<file path="src/rtl/dtc_pkg.sv">
package dtc_pkg;

  typedef enum logic [1:0] {
    TM_13  = 2'd0,
    TM_16  = 2'd1,
    TM_8R  = 2'd2,
    TM_RSV = 2'd3
  } tmode_e;

  // control register bit positions
  localparam int B_OVF1 = 7;
  localparam int B_RUN1 = 6;
  localparam int B_OVF0 = 5;
  localparam int B_RUN0 = 4;
  localparam int B_XF1  = 3;
  localparam int B_XT1  = 2;
  localparam int B_XF0  = 1;
  localparam int B_XT0  = 0;

  function automatic logic pair_ok(input logic [1:0] m0, input logic [1:0] m1);
    if (m0 == TM_RSV || m1 == TM_RSV) return 1'b0;
    if (m0 == TM_8R && m1 != TM_8R)   return 1'b0;
    return 1'b1;
  endfunction

endpackage

</file>
<file path="src/rtl/dtc_counter.sv">
module dtc_counter
  import dtc_pkg::*;
#(
  parameter int CNT_W = 16
) (
  input  logic             clk,
  input  logic             rst_n,
  input  logic             en,
  input  logic             load,
  input  logic [CNT_W-1:0] ld_val,
  input  logic [1:0]       mode,
  output logic [CNT_W-1:0] cnt,
  output logic             ovf
);
  localparam int HALF = CNT_W / 2;
  localparam int NARROW = CNT_W - 3;

  logic [CNT_W-1:0] cnt_q, cnt_d, step;
  logic             wrap;

  always_comb begin
    step = cnt_q;
    wrap = 1'b0;
    case (tmode_e'(mode))
      TM_13: begin
        wrap = &cnt_q[NARROW-1:0];
        step = '0;
        step[NARROW-1:0] = cnt_q[NARROW-1:0] + 1'b1;
      end
      TM_16: begin
        wrap = &cnt_q;
        step = cnt_q + 1'b1;
      end
      TM_8R: begin
        wrap = &cnt_q[HALF-1:0];
        if (wrap) step = {cnt_q[CNT_W-1:HALF], cnt_q[CNT_W-1:HALF]};
        else      step = {cnt_q[CNT_W-1:HALF], cnt_q[HALF-1:0] + 1'b1};
      end
      default: begin
        wrap = 1'b0;
        step = cnt_q;
      end
    endcase
  end

  always_comb begin
    cnt_d = cnt_q;
    if (load)    cnt_d = ld_val;
    else if (en) cnt_d = step;
  end

  always_ff @(posedge clk or negedge rst_n) begin
    if (!rst_n) cnt_q <= '0;
    else        cnt_q <= cnt_d;
  end

  assign cnt = cnt_q;
  assign ovf = en & ~load & wrap;


  hold_when_idle_chk: assert property (@(posedge clk) disable iff (!rst_n)
    (!en && !load) |=> (cnt == $past(cnt)));


  load_wins_chk: assert property (@(posedge clk) disable iff (!rst_n)
    load |=> (cnt == $past(ld_val)));

endmodule

</file>
<file path="src/rtl/dtc_extint.sv">
module dtc_extint (
  input  logic clk,
  input  logic rst_n,
  input  logic pin_n,
  input  logic edge_mode,
  input  logic ack,
  output logic flag,
  output logic irq
);
  logic prev_q, flag_q, flag_d, fall;

  assign fall = prev_q & ~pin_n;

  always_comb begin
    flag_d = flag_q;
    if (!edge_mode) flag_d = 1'b0;
    else if (fall)  flag_d = 1'b1;
    else if (ack)   flag_d = 1'b0;
  end

  always_ff @(posedge clk or negedge rst_n) begin
    if (!rst_n) begin
      prev_q <= 1'b1;
      flag_q <= 1'b0;
    end else begin
      prev_q <= pin_n;
      flag_q <= flag_d;
    end
  end

  assign flag = flag_q;
  assign irq  = edge_mode ? flag_q : ~pin_n;


  fall_sets_flag_chk: assert property (@(posedge clk) disable iff (!rst_n)
    (edge_mode && $fell(pin_n)) |=> flag);


  level_no_latch_chk: assert property (@(posedge clk) disable iff (!rst_n)
    !edge_mode |=> !flag);

endmodule

</file>
<file path="src/rtl/dual_timer_ctl.sv">
module dual_timer_ctl
  import dtc_pkg::*;
#(
  parameter int CNT_W = 16
) (
  input  logic             clk,
  input  logic             rst_n,
  input  logic             ctl_we,
  input  logic [7:0]       ctl_wdata,
  output logic [7:0]       ctl_q,
  input  logic [1:0]       t0_mode,
  input  logic [1:0]       t1_mode,
  input  logic [1:0]       cnt_we,
  input  logic [CNT_W-1:0] cnt_wdata,
  output logic [CNT_W-1:0] t0_cnt,
  output logic [CNT_W-1:0] t1_cnt,
  input  logic             int0_n,
  input  logic             int1_n,
  input  logic             ack_t0,
  input  logic             ack_t1,
  input  logic             ack_x0,
  input  logic             ack_x1,
  output logic             irq_t0,
  output logic             irq_t1,
  output logic             irq_x0,
  output logic             irq_x1,
  output logic             mode_err
);
  localparam int NT = 2;

  logic [NT-1:0] run_q, run_d, ovf_q, ovf_d, typ_q, typ_d;
  logic [NT-1:0] tick_en, wrap_p, ack_t, ack_x, pin_n, xflag, xirq;
  logic [1:0]    modes [NT];
  logic [CNT_W-1:0] cnts [NT];
  logic          ok;

  assign ok       = pair_ok(t0_mode, t1_mode);
  assign mode_err = ~ok;
  assign modes[0] = t0_mode;
  assign modes[1] = t1_mode;
  assign ack_t    = {ack_t1, ack_t0};
  assign ack_x    = {ack_x1, ack_x0};
  assign pin_n    = {int1_n, int0_n};

  generate
    for (genvar i = 0; i < NT; i++) begin : g_ch
      assign tick_en[i] = run_q[i] & ok;

      dtc_counter #(.CNT_W(CNT_W)) u_cnt (
        .clk    (clk),
        .rst_n  (rst_n),
        .en     (tick_en[i]),
        .load   (cnt_we[i]),
        .ld_val (cnt_wdata),
        .mode   (modes[i]),
        .cnt    (cnts[i]),
        .ovf    (wrap_p[i])
      );

      dtc_extint u_x (
        .clk       (clk),
        .rst_n     (rst_n),
        .pin_n     (pin_n[i]),
        .edge_mode (typ_q[i]),
        .ack       (ack_x[i]),
        .flag      (xflag[i]),
        .irq       (xirq[i])
      );
    end
  endgenerate

  always_comb begin
    run_d = run_q;
    ovf_d = ovf_q;
    typ_d = typ_q;
    if (ctl_we) begin
      run_d = {ctl_wdata[B_RUN1], ctl_wdata[B_RUN0]};
      ovf_d = {ctl_wdata[B_OVF1], ctl_wdata[B_OVF0]};
      typ_d = {ctl_wdata[B_XT1],  ctl_wdata[B_XT0]};
    end
    ovf_d = (ovf_d & ~ack_t) | wrap_p;
  end

  always_ff @(posedge clk or negedge rst_n) begin
    if (!rst_n) begin
      run_q <= '0;
      ovf_q <= '0;
      typ_q <= '0;
    end else begin
      run_q <= run_d;
      ovf_q <= ovf_d;
      typ_q <= typ_d;
    end
  end

  assign ctl_q  = {ovf_q[1], run_q[1], ovf_q[0], run_q[0],
                   xflag[1], typ_q[1], xflag[0], typ_q[0]};
  assign t0_cnt = cnts[0];
  assign t1_cnt = cnts[1];
  assign irq_t0 = ovf_q[0];
  assign irq_t1 = ovf_q[1];
  assign irq_x0 = xirq[0];
  assign irq_x1 = xirq[1];


  hw_set_wins_chk: assert property (@(posedge clk) disable iff (!rst_n)
    wrap_p[0] |=> ctl_q[B_OVF0]);


  ack_clears_chk: assert property (@(posedge clk) disable iff (!rst_n)
    (ack_t0 && !wrap_p[0] && !(ctl_we && ctl_wdata[B_OVF0])) |=> !irq_t0);


  illegal_hold_chk: assert property (@(posedge clk) disable iff (!rst_n)
    (mode_err && !cnt_we[1]) |=> $stable(t1_cnt));


  irq_follows_flag_chk: assert property (@(posedge clk) disable iff (!rst_n)
    (irq_t1 == ctl_q[B_OVF1]));

endmodule

</file>
<file path="config.mk">
export PLATFORM = sky130hd
export DESIGN_NAME = dual_timer_ctl
export DESIGN_NICKNAME = d
export VERILOG_FILES = /design/src/rtl/dtc_pkg.sv /design/src/rtl/dtc_counter.sv /design/src/rtl/dtc_extint.sv /design/src/rtl/dual_timer_ctl.sv
export SDC_FILE = /design/constraint.sdc
export NUM_CORES = 1
export LEC_CHECK = 0
export BUFFER_PORTS_ARGS = -buffer_cell sky130_fd_sc_hd__clkbuf_2
export CORE_MARGIN = 4
export CORE_UTILIZATION = 48
export DETAILED_ROUTE_END_ITERATION = 12
export PLACE_DENSITY = 0.74
export SLEW_MARGIN = 20
export SYNTH_ARGS = -nofsm -noshare
export SYNTH_HDL_FRONTEND = slang
export SYNTH_SLANG_ARGS = --single-unit
</file>
<file path="constraint.sdc">
create_clock -name clk -period 1.86 [get_ports clk]
set_input_delay 0.372 -clock clk [delete_from_list [all_inputs] [get_ports clk]]
set_output_delay 0.372 -clock clk [all_outputs]
set_load 0.02 [all_outputs]
</file>
==> impl_metrics.py, run 1 <==
metrics = {
    "logic_synthesis": {
        "synth_edf_count": 0,
        "netlist_area_um2": 3140,
        "syn_nets": 416,
        "synthFlopType": "dfrtp_1",
        "synthArstFlopShare": 1.00,
        "yosysUniqueCellTypes": 76,
        "avgSynthCellArea_um2": 8.54,
        "ys_warn_count": 0,
        "yosysSeqAreaShare": 0.336,
        "syn_inst": 367,
        "yosys_register_bits": 42,
    },
    "timing": {
        "final.setup.tns_ns": 0,
        "finalSetupViolations": 0,
        "drv_slew": 0,
        "final_hold_viol_count": 0,
        "fin_hold_ws_ns": 0.0377,
        "min_period_over_period": 0.960,
        "rsz0062_at_grt": "true",
        "layout_setup_ws_ns": 0.0742,
        "period_needed_ns": 1.79,
        "slew_headroom": 0.627,
        "worst_slew_pin_slew_ns": 0.559,
        "skew_ns": 0.00901,
        "fmax_mhz": 560,
    },
    "worst_setup_path": {
        "reg2reg_to": "g_ch[0].u_cnt.cnt[14]$_DFFE_PN0P_",
        "crit_slowest_cell": "dfrtp_2",
        "rr_worst_depth": 6,
        "critPathKind": "reg2reg",
        "crit_path_start_kind": "register",
        "endpoint_kind": "register",
        "crit_buf_inv": 0,
        "cp_top_family": "simple AND/OR/NAND/NOR gates",
        "critPathRequiredTime_ns": 2.09,
        "arrival_ns": 2.01,
        "r2r_start": "g_ch[0].u_cnt.cnt[0]$_DFFE_PN0P_",
        "ff2ff_setup_slack_ns": 0.07,
        "cp_slowest_stage_delay_ns": 0.37,
        "path_cells": "ha_2, nand3_1, or2_1, nor4_2, mux2_2, a21oi_1",
        "cp_max_fo": 5,
    },
    "cts": {
        "clock_sinks": 42,
        "path_clk_slew_ns": 0.10,
        "clk_latency_ns": 0.30,
        "cts_buffers": 5,
        "cts-root-buf": "clkbuf_8",
        "cts_tree": "built",
        "hold_buffers": 0,
        "clockBufferDepth": 2,
        "htreeDepth": 2,
    },
    "floorplanning": {
        "design.core.area_um2": 6350,
        "die_h_um": 88.8,
        "fp.dieArea_um2": 7890,
        "io_pins": 84,
        "die_w_um": 88.8,
        "start_util": 0.494,
        "rows": 29,
    },
    "job": {
        "cap_violations": 0,
    },
    "drt": {
        "wl_per_cell_um": 17.8,
        "viasPerCell": 6.10,
        "vias": 3462,
        "drt_iter0_markers": 327,
        "first_pass_iters": 5,
        "drc": 0,
        "wl_mm": 10.1,
        "ant_nets": 0,
    },
    "grt": {
        "grt_use_met3": 0.0447,
        "use_met1": 0.337,
        "grt_pass1_wl_mm": 15.9,
        "grt-ovfl-total": 0,
        "grt_max_degree": 43,
        "antenna_found_initial": 0,
        "grt_pass1_vias": 3291,
        "use_met2": 0.438,
        "grt.busiest_layer": "met2",
        "grtUsageTotal": 0.260,
    },
    "place": {
        "post-place-ws_ns": -0.172,
        "place.gp.congestion": 0.962,
        "dp_cells": 559,
        "io_buffer_count": 81,
        "dp_hpwl_mm": 7.82,
    },
    "cells_and_area": {
        "fin_nets": 539,
        "layout_commonest_cell": "clkbuf_2",
        "n_antenna_cell": 0,
        "final_cell_mix": "clkbuf_2, buf_4, nand2_1",
        "fillers": 548,
        "seq_area_um2": 1060,
        "layout-drive-gt1-share": 0.371,
        "area_growth_pct": 30.7,
        "final_util": 0.646,
        "multi_input_area_um2": 1920,
        "final_cells": 568,
    },
    "min_path": {
        "hp-class": "in2async",
    },
    "pwr": {
        "p_leak_nw": 1.85,
        "ir_drop_mv": 0.431,
        "power_density_nw_per_um2": 707,
    },
    "status": {
        "status": "complete, no violations",
    },
}
## cell usage after synthesis (6+ instances only)
cell type  count  area (um^2)
o21ai_0       17         85.1
nand2_1       41          154
buf_4          6         45.0
o21ai_1        8         40.0
nor2_1        29          109
nor3_1        11         55.1
nand3_1       23          115
dfrtp_1       40         1000
inv_1         18         67.6
buf_2          6         30.0
o31ai_1        7         52.6
ha_1          10          125
a21oi_1       15         75.1
o22ai_1        8         50.1
## flip-flops by register name, indices dropped and copies added (netlist names)
name	cells
g_ch.u_cnt.cnt	32
g_ch.u_x.flag	2
g_ch.u_x.prev_q	2
ovf_q	2
run_q	2
typ_q	2
## metrics by stage
| stage | power (mW) | cell area, um^2 |
|---|---|---|
| floorplan | 1.78 | 3150 |
| global placement | 2.22 | 3950 |
| detailed placement | 2.24 | 3950 |
| CTS | 2.89 | 4050 |
| global route | 3.05 | 4100 |
| finish | 2.90 | 4100 |
## cell families (layout without fill, tap and decap cells)
logic type      after synthesis  in the layout  share of synthesized area
compound gates              106            106                      0.240
mux                           9              9                     0.0311
flops                        42             42                      0.336
simple gates                152            152                      0.262
xor+xnor                      8              8                     0.0223
fa+ha+maj                    10             10                     0.0399
buf+inv                      40            164                     0.0686
## where the power goes
part | internal, mW | switching [mW] | total [mW]
combinational | 0.456 | 0.629 | 1.09
sequential | 1.02 | 0.150 | 1.17
clock | 0.272 | 0.372 | 0.644
## repair_timing
item,4_1_cts,5_1_grt
endpoints found under the setup margin,1,10
resized for setup,1,12
pin swaps,0,1
setup buffers,0,1
## per-layer routing
metal  part of all wire  wire length (um)
met1               0.42              4210
met2               0.48              4850
met3              0.083               836
met4              0.023               230
met5                  0                 0
## cell type report
cell class | instances | area share
well taps | 77 | 0.0235
clock buffers | 5 | 0.0168
multi-input cells | 285 | 0.469
flip-flops and latches | 42 | 0.258
repair buffers | 138 | 0.210
clock inverters | 3 | 0.00611
inverters | 18 | 0.0165
## worst max path at each step
stage / startpoint / end / slack, ns / cells past startpoint
3_5_place_dp: t0_mode[0] / g_ch[1].u_cnt.cnt[8]$_DFFE_PN0P_ / -0.17 / 8
5_1_grt: g_ch[0].u_cnt.cnt[0]$_DFFE_PN0P_ / g_ch[0].u_cnt.cnt[12]$_DFFE_PN0P_ / -0.01 / 6
4_1_cts: t0_mode[0] / mode_err / 0.02 / 8
2_1_floorplan: g_ch[0].u_cnt.cnt[0]$_DFFE_PN0P_ / g_ch[0].u_cnt.cnt[1]$_DFFE_PN0P_ / 0.008 / 6
3_3_place_gp: t0_mode[1] / g_ch[0].u_cnt.cnt[10]$_DFFE_PN0P_ / -0.14 / 8
6_report: g_ch[0].u_cnt.cnt[0]$_DFFE_PN0P_ / g_ch[0].u_cnt.cnt[14]$_DFFE_PN0P_ / 0.07 / 6
Note: power is estimated with default switching activity, not from simulation.
==> inputs of run 2 (changes only) <==
CORE_UTILIZATION = 47   (was 48)
PLACE_DENSITY = 0.73   (was 0.74)
SYNTH_HIERARCHICAL = 1   (was unset)
==> impl_metrics.py, run 2 <==
metrics = {
    "cells_and_area": {
        "final_area_um2": 3850,
        "area_growth_pct": 32.9,
        "final_util": 0.647,
        "n_antenna_cell": 0,
        "final_cell_mix": "clkbuf_2, buf_4, nand2_1",
        "layout_commonest_cell": "clkbuf_2",
        "fin_nets": 516,
        "fillers": 524,
        "largest_register_ff_count": 32,
        "layout-drive-gt1-share": 0.370,
    },
    "drt": {
        "wl_mm": 8.77,
        "drt_iter0_markers": 236,
        "wl_per_cell_um": 16.2,
        "first_pass_iters": 5,
        "ant_nets": 0,
        "viasPerCell": 5.96,
        "drc": 0,
        "vias": 3235,
    },
    "logic_synthesis": {
        "synth_most_common_cell": "nand2_1",
        "syn_nets": 388,
        "netlist_area_um2": 2900,
        "synthTopCellsByCount": "nand2_1, dfrtp_1, o21ai_0, nor2_1, a21oi_1",
        "yosysUniqueCellTypes": 48,
        "avgSynthCellArea_um2": 8.56,
        "yosys.area.top_type_share": 0.345,
        "synth_area_leaders": "dfrtp_1, o21ai_0, nand2_1",
        "synth_edf_count": 0,
        "yosysTopAreaCell": "dfrtp_1",
        "synthArstFlopShare": 1.00,
        "synthFlopType": "dfrtp_1",
        "yosys_register_bits": 42,
        "yosysSeqAreaShare": 0.363,
        "syn_inst": 339,
        "ys_warn_count": 6,
    },
    "pwr": {
        "total_power_mw": 2.87,
        "p_leak_nw": 1.85,
        "power_density_nw_per_um2": 745,
        "ir_drop_mv": 0.434,
    },
    "timing": {
        "worst_slew_pin_slew_ns": 0.563,
        "final.setup.tns_ns": 0,
        "skew_ns": 0.00857,
        "finalSetupViolations": 0,
        "min_period_over_period": 0.955,
        "rsz0062_at_grt": "false",
        "final_hold_viol_count": 0,
        "layout_setup_ws_ns": 0.0829,
        "slew_headroom": 0.624,
        "period_needed_ns": 1.78,
        "drv_slew": 0,
        "fmax_mhz": 563,
    },
    "worst_setup_path": {
        "reg2reg_to": "g_ch[0].u_cnt/cnt[3]$_DFFE_PN0P_",
        "arrival_ns": 1.96,
        "cp_top_family": "compound AO/OA/AOI/OAI gates",
        "critPathRequiredTime_ns": 2.04,
        "cp_slowest_stage_delay_ns": 0.43,
        "rr_worst_depth": 7,
        "endpoint_kind": "register",
        "ff2ff_setup_slack_ns": 0.08,
        "r2r_start": "g_ch[0].u_cnt/cnt[1]$_DFFE_PN0P_",
        "critPathKind": "reg2reg",
        "crit_slowest_cell": "dfrtp_2",
        "cp_max_fo": 5,
        "crit_buf_inv": 1,
        "path_cells": "ha_4, nand3_2, or2_4, buf_4, a21o_2, o2111ai_1, o211ai_1",
        "crit_path_start_kind": "register",
    },
    "grt": {
        "grt-ovfl-total": 0,
        "grtUsageTotal": 0.249,
        "grt_max_degree": 43,
        "grt_pass1_vias": 3166,
        "antenna_found_initial": 0,
        "grt_pass1_wl_mm": 14.8,
    },
    "cts": {
        "clockBufferDepth": 2,
        "clock_sinks": 42,
        "cts_tree": "built",
        "cts-root-buf": "clkbuf_8",
        "clk_latency_ns": 0.30,
        "htreeDepth": 2,
        "cts_buffers": 5,
        "path_clk_slew_ns": 0.09,
    },
    "floorplanning": {
        "rows": 28,
        "die_w_um": 86.6,
        "io_pins": 84,
        "fp.dieArea_um2": 7490,
        "start_util": 0.487,
        "design.core.area_um2": 5960,
        "die_h_um": 86.6,
    },
    "min_path": {
        "hp-class": "in2async",
    },
    "place": {
        "post-place-ws_ns": -0.151,
        "place.gp.congestion": 0.904,
        "place_area_um2": 3750,
        "dp_hpwl_mm": 6.81,
        "io_buffer_count": 81,
    },
    "status": {
        "status": "complete, no violations",
    },
    "job": {
        "cap_violations": 0,
    },
}
[run 2: final cells by class]
| type | instances | area [um^2] | area share |
|---|---|---|---|
| Inverter | 12 | 45.0 | 0.0117 |
| Tap cell | 75 | 93.8 | 0.0244 |
| Sequential cell | 42 | 1060 | 0.275 |
| Timing Repair Buffer | 136 | 818 | 0.212 |
| Multi-Input combinational cell | 270 | 1760 | 0.456 |
| Clock inverter | 2 | 10.0 | 0.00260 |
| Clock buffer | 6 | 72.6 | 0.0188 |
[run 2: worst reg2reg max path: cells and delay by family (launching register included)]
family,cells,cell delay [ns]
adder cells (fa/ha/maj),1,0.16
AND/OR/NAND/NOR,2,0.45
flip-flops,1,0.43
buffers and inverters,1,0.16
AO/OA/AOI/OAI,3,0.47
[run 2: stage by stage]
step,hold slack (ns),instances
finish,0.143,543
global route,0.160,543
CTS,0.162,543
detailed placement,0.484,535
global placement,0.474,535
floorplan,0.0764,339
[run 2: cells by family after synthesis]
kind of cell | share of synthesized area
xor+xnor | 0.0242
fa+ha+maj | 0.0431
compound gates | 0.267
buf+inv | 0.0462
flops | 0.363
simple gates | 0.225
mux | 0.0319
[run 2: how the worst max path moves through the flow]
stage / from / endpoint / depth (start not counted)
6_report: g_ch[0].u_cnt/cnt[1]$_DFFE_PN0P_ / g_ch[0].u_cnt/cnt[3]$_DFFE_PN0P_ / 7
5_1_grt: g_ch[1].u_cnt/cnt[0]$_DFFE_PN0P_ / g_ch[1].u_cnt/cnt[3]$_DFFE_PN0P_ / 6
4_1_cts: g_ch[0].u_cnt/cnt[1]$_DFFE_PN0P_ / g_ch[0].u_cnt/cnt[3]$_DFFE_PN0P_ / 7
3_5_place_dp: t0_mode[0] / g_ch[0].u_cnt/cnt[0]$_DFFE_PN0P_ / 9
3_3_place_gp: t0_mode[0] / g_ch[0].u_cnt/cnt[0]$_DFFE_PN0P_ / 9
2_1_floorplan: g_ch[0].u_cnt/cnt[0]$_DFFE_PN0P_ / g_ch[0].u_cnt/cnt[1]$_DFFE_PN0P_ / 7
[run 2: routing by layer]
metal	vias up	routed length, um	global-route usage
met1	1521	3620	0.322
li1	1521	-	-
met5	-	0	0
met3	21	720	0.0466
met4	0	220	0.0907
met2	172	4210	0.414
[run 2: report_power, final]
part / switching (mW) / leakage [nW] / internal (mW) / total [mW]
Clock: 0.340 / 0.0450 / 0.261 / 0.601
Combinational: 0.622 / 1.31 / 0.467 / 1.09
Sequential: 0.147 / 0.496 / 1.03 / 1.18
[run 2: what timing repair did]
| action | in CTS | in global routing |
|---|---|---|
| hold buffers | 0 | 0 |
| resized for setup | 0 | 7 |
| setup endpoints to repair | 0 | 10 |
| buffers inserted | 0 | 0 |
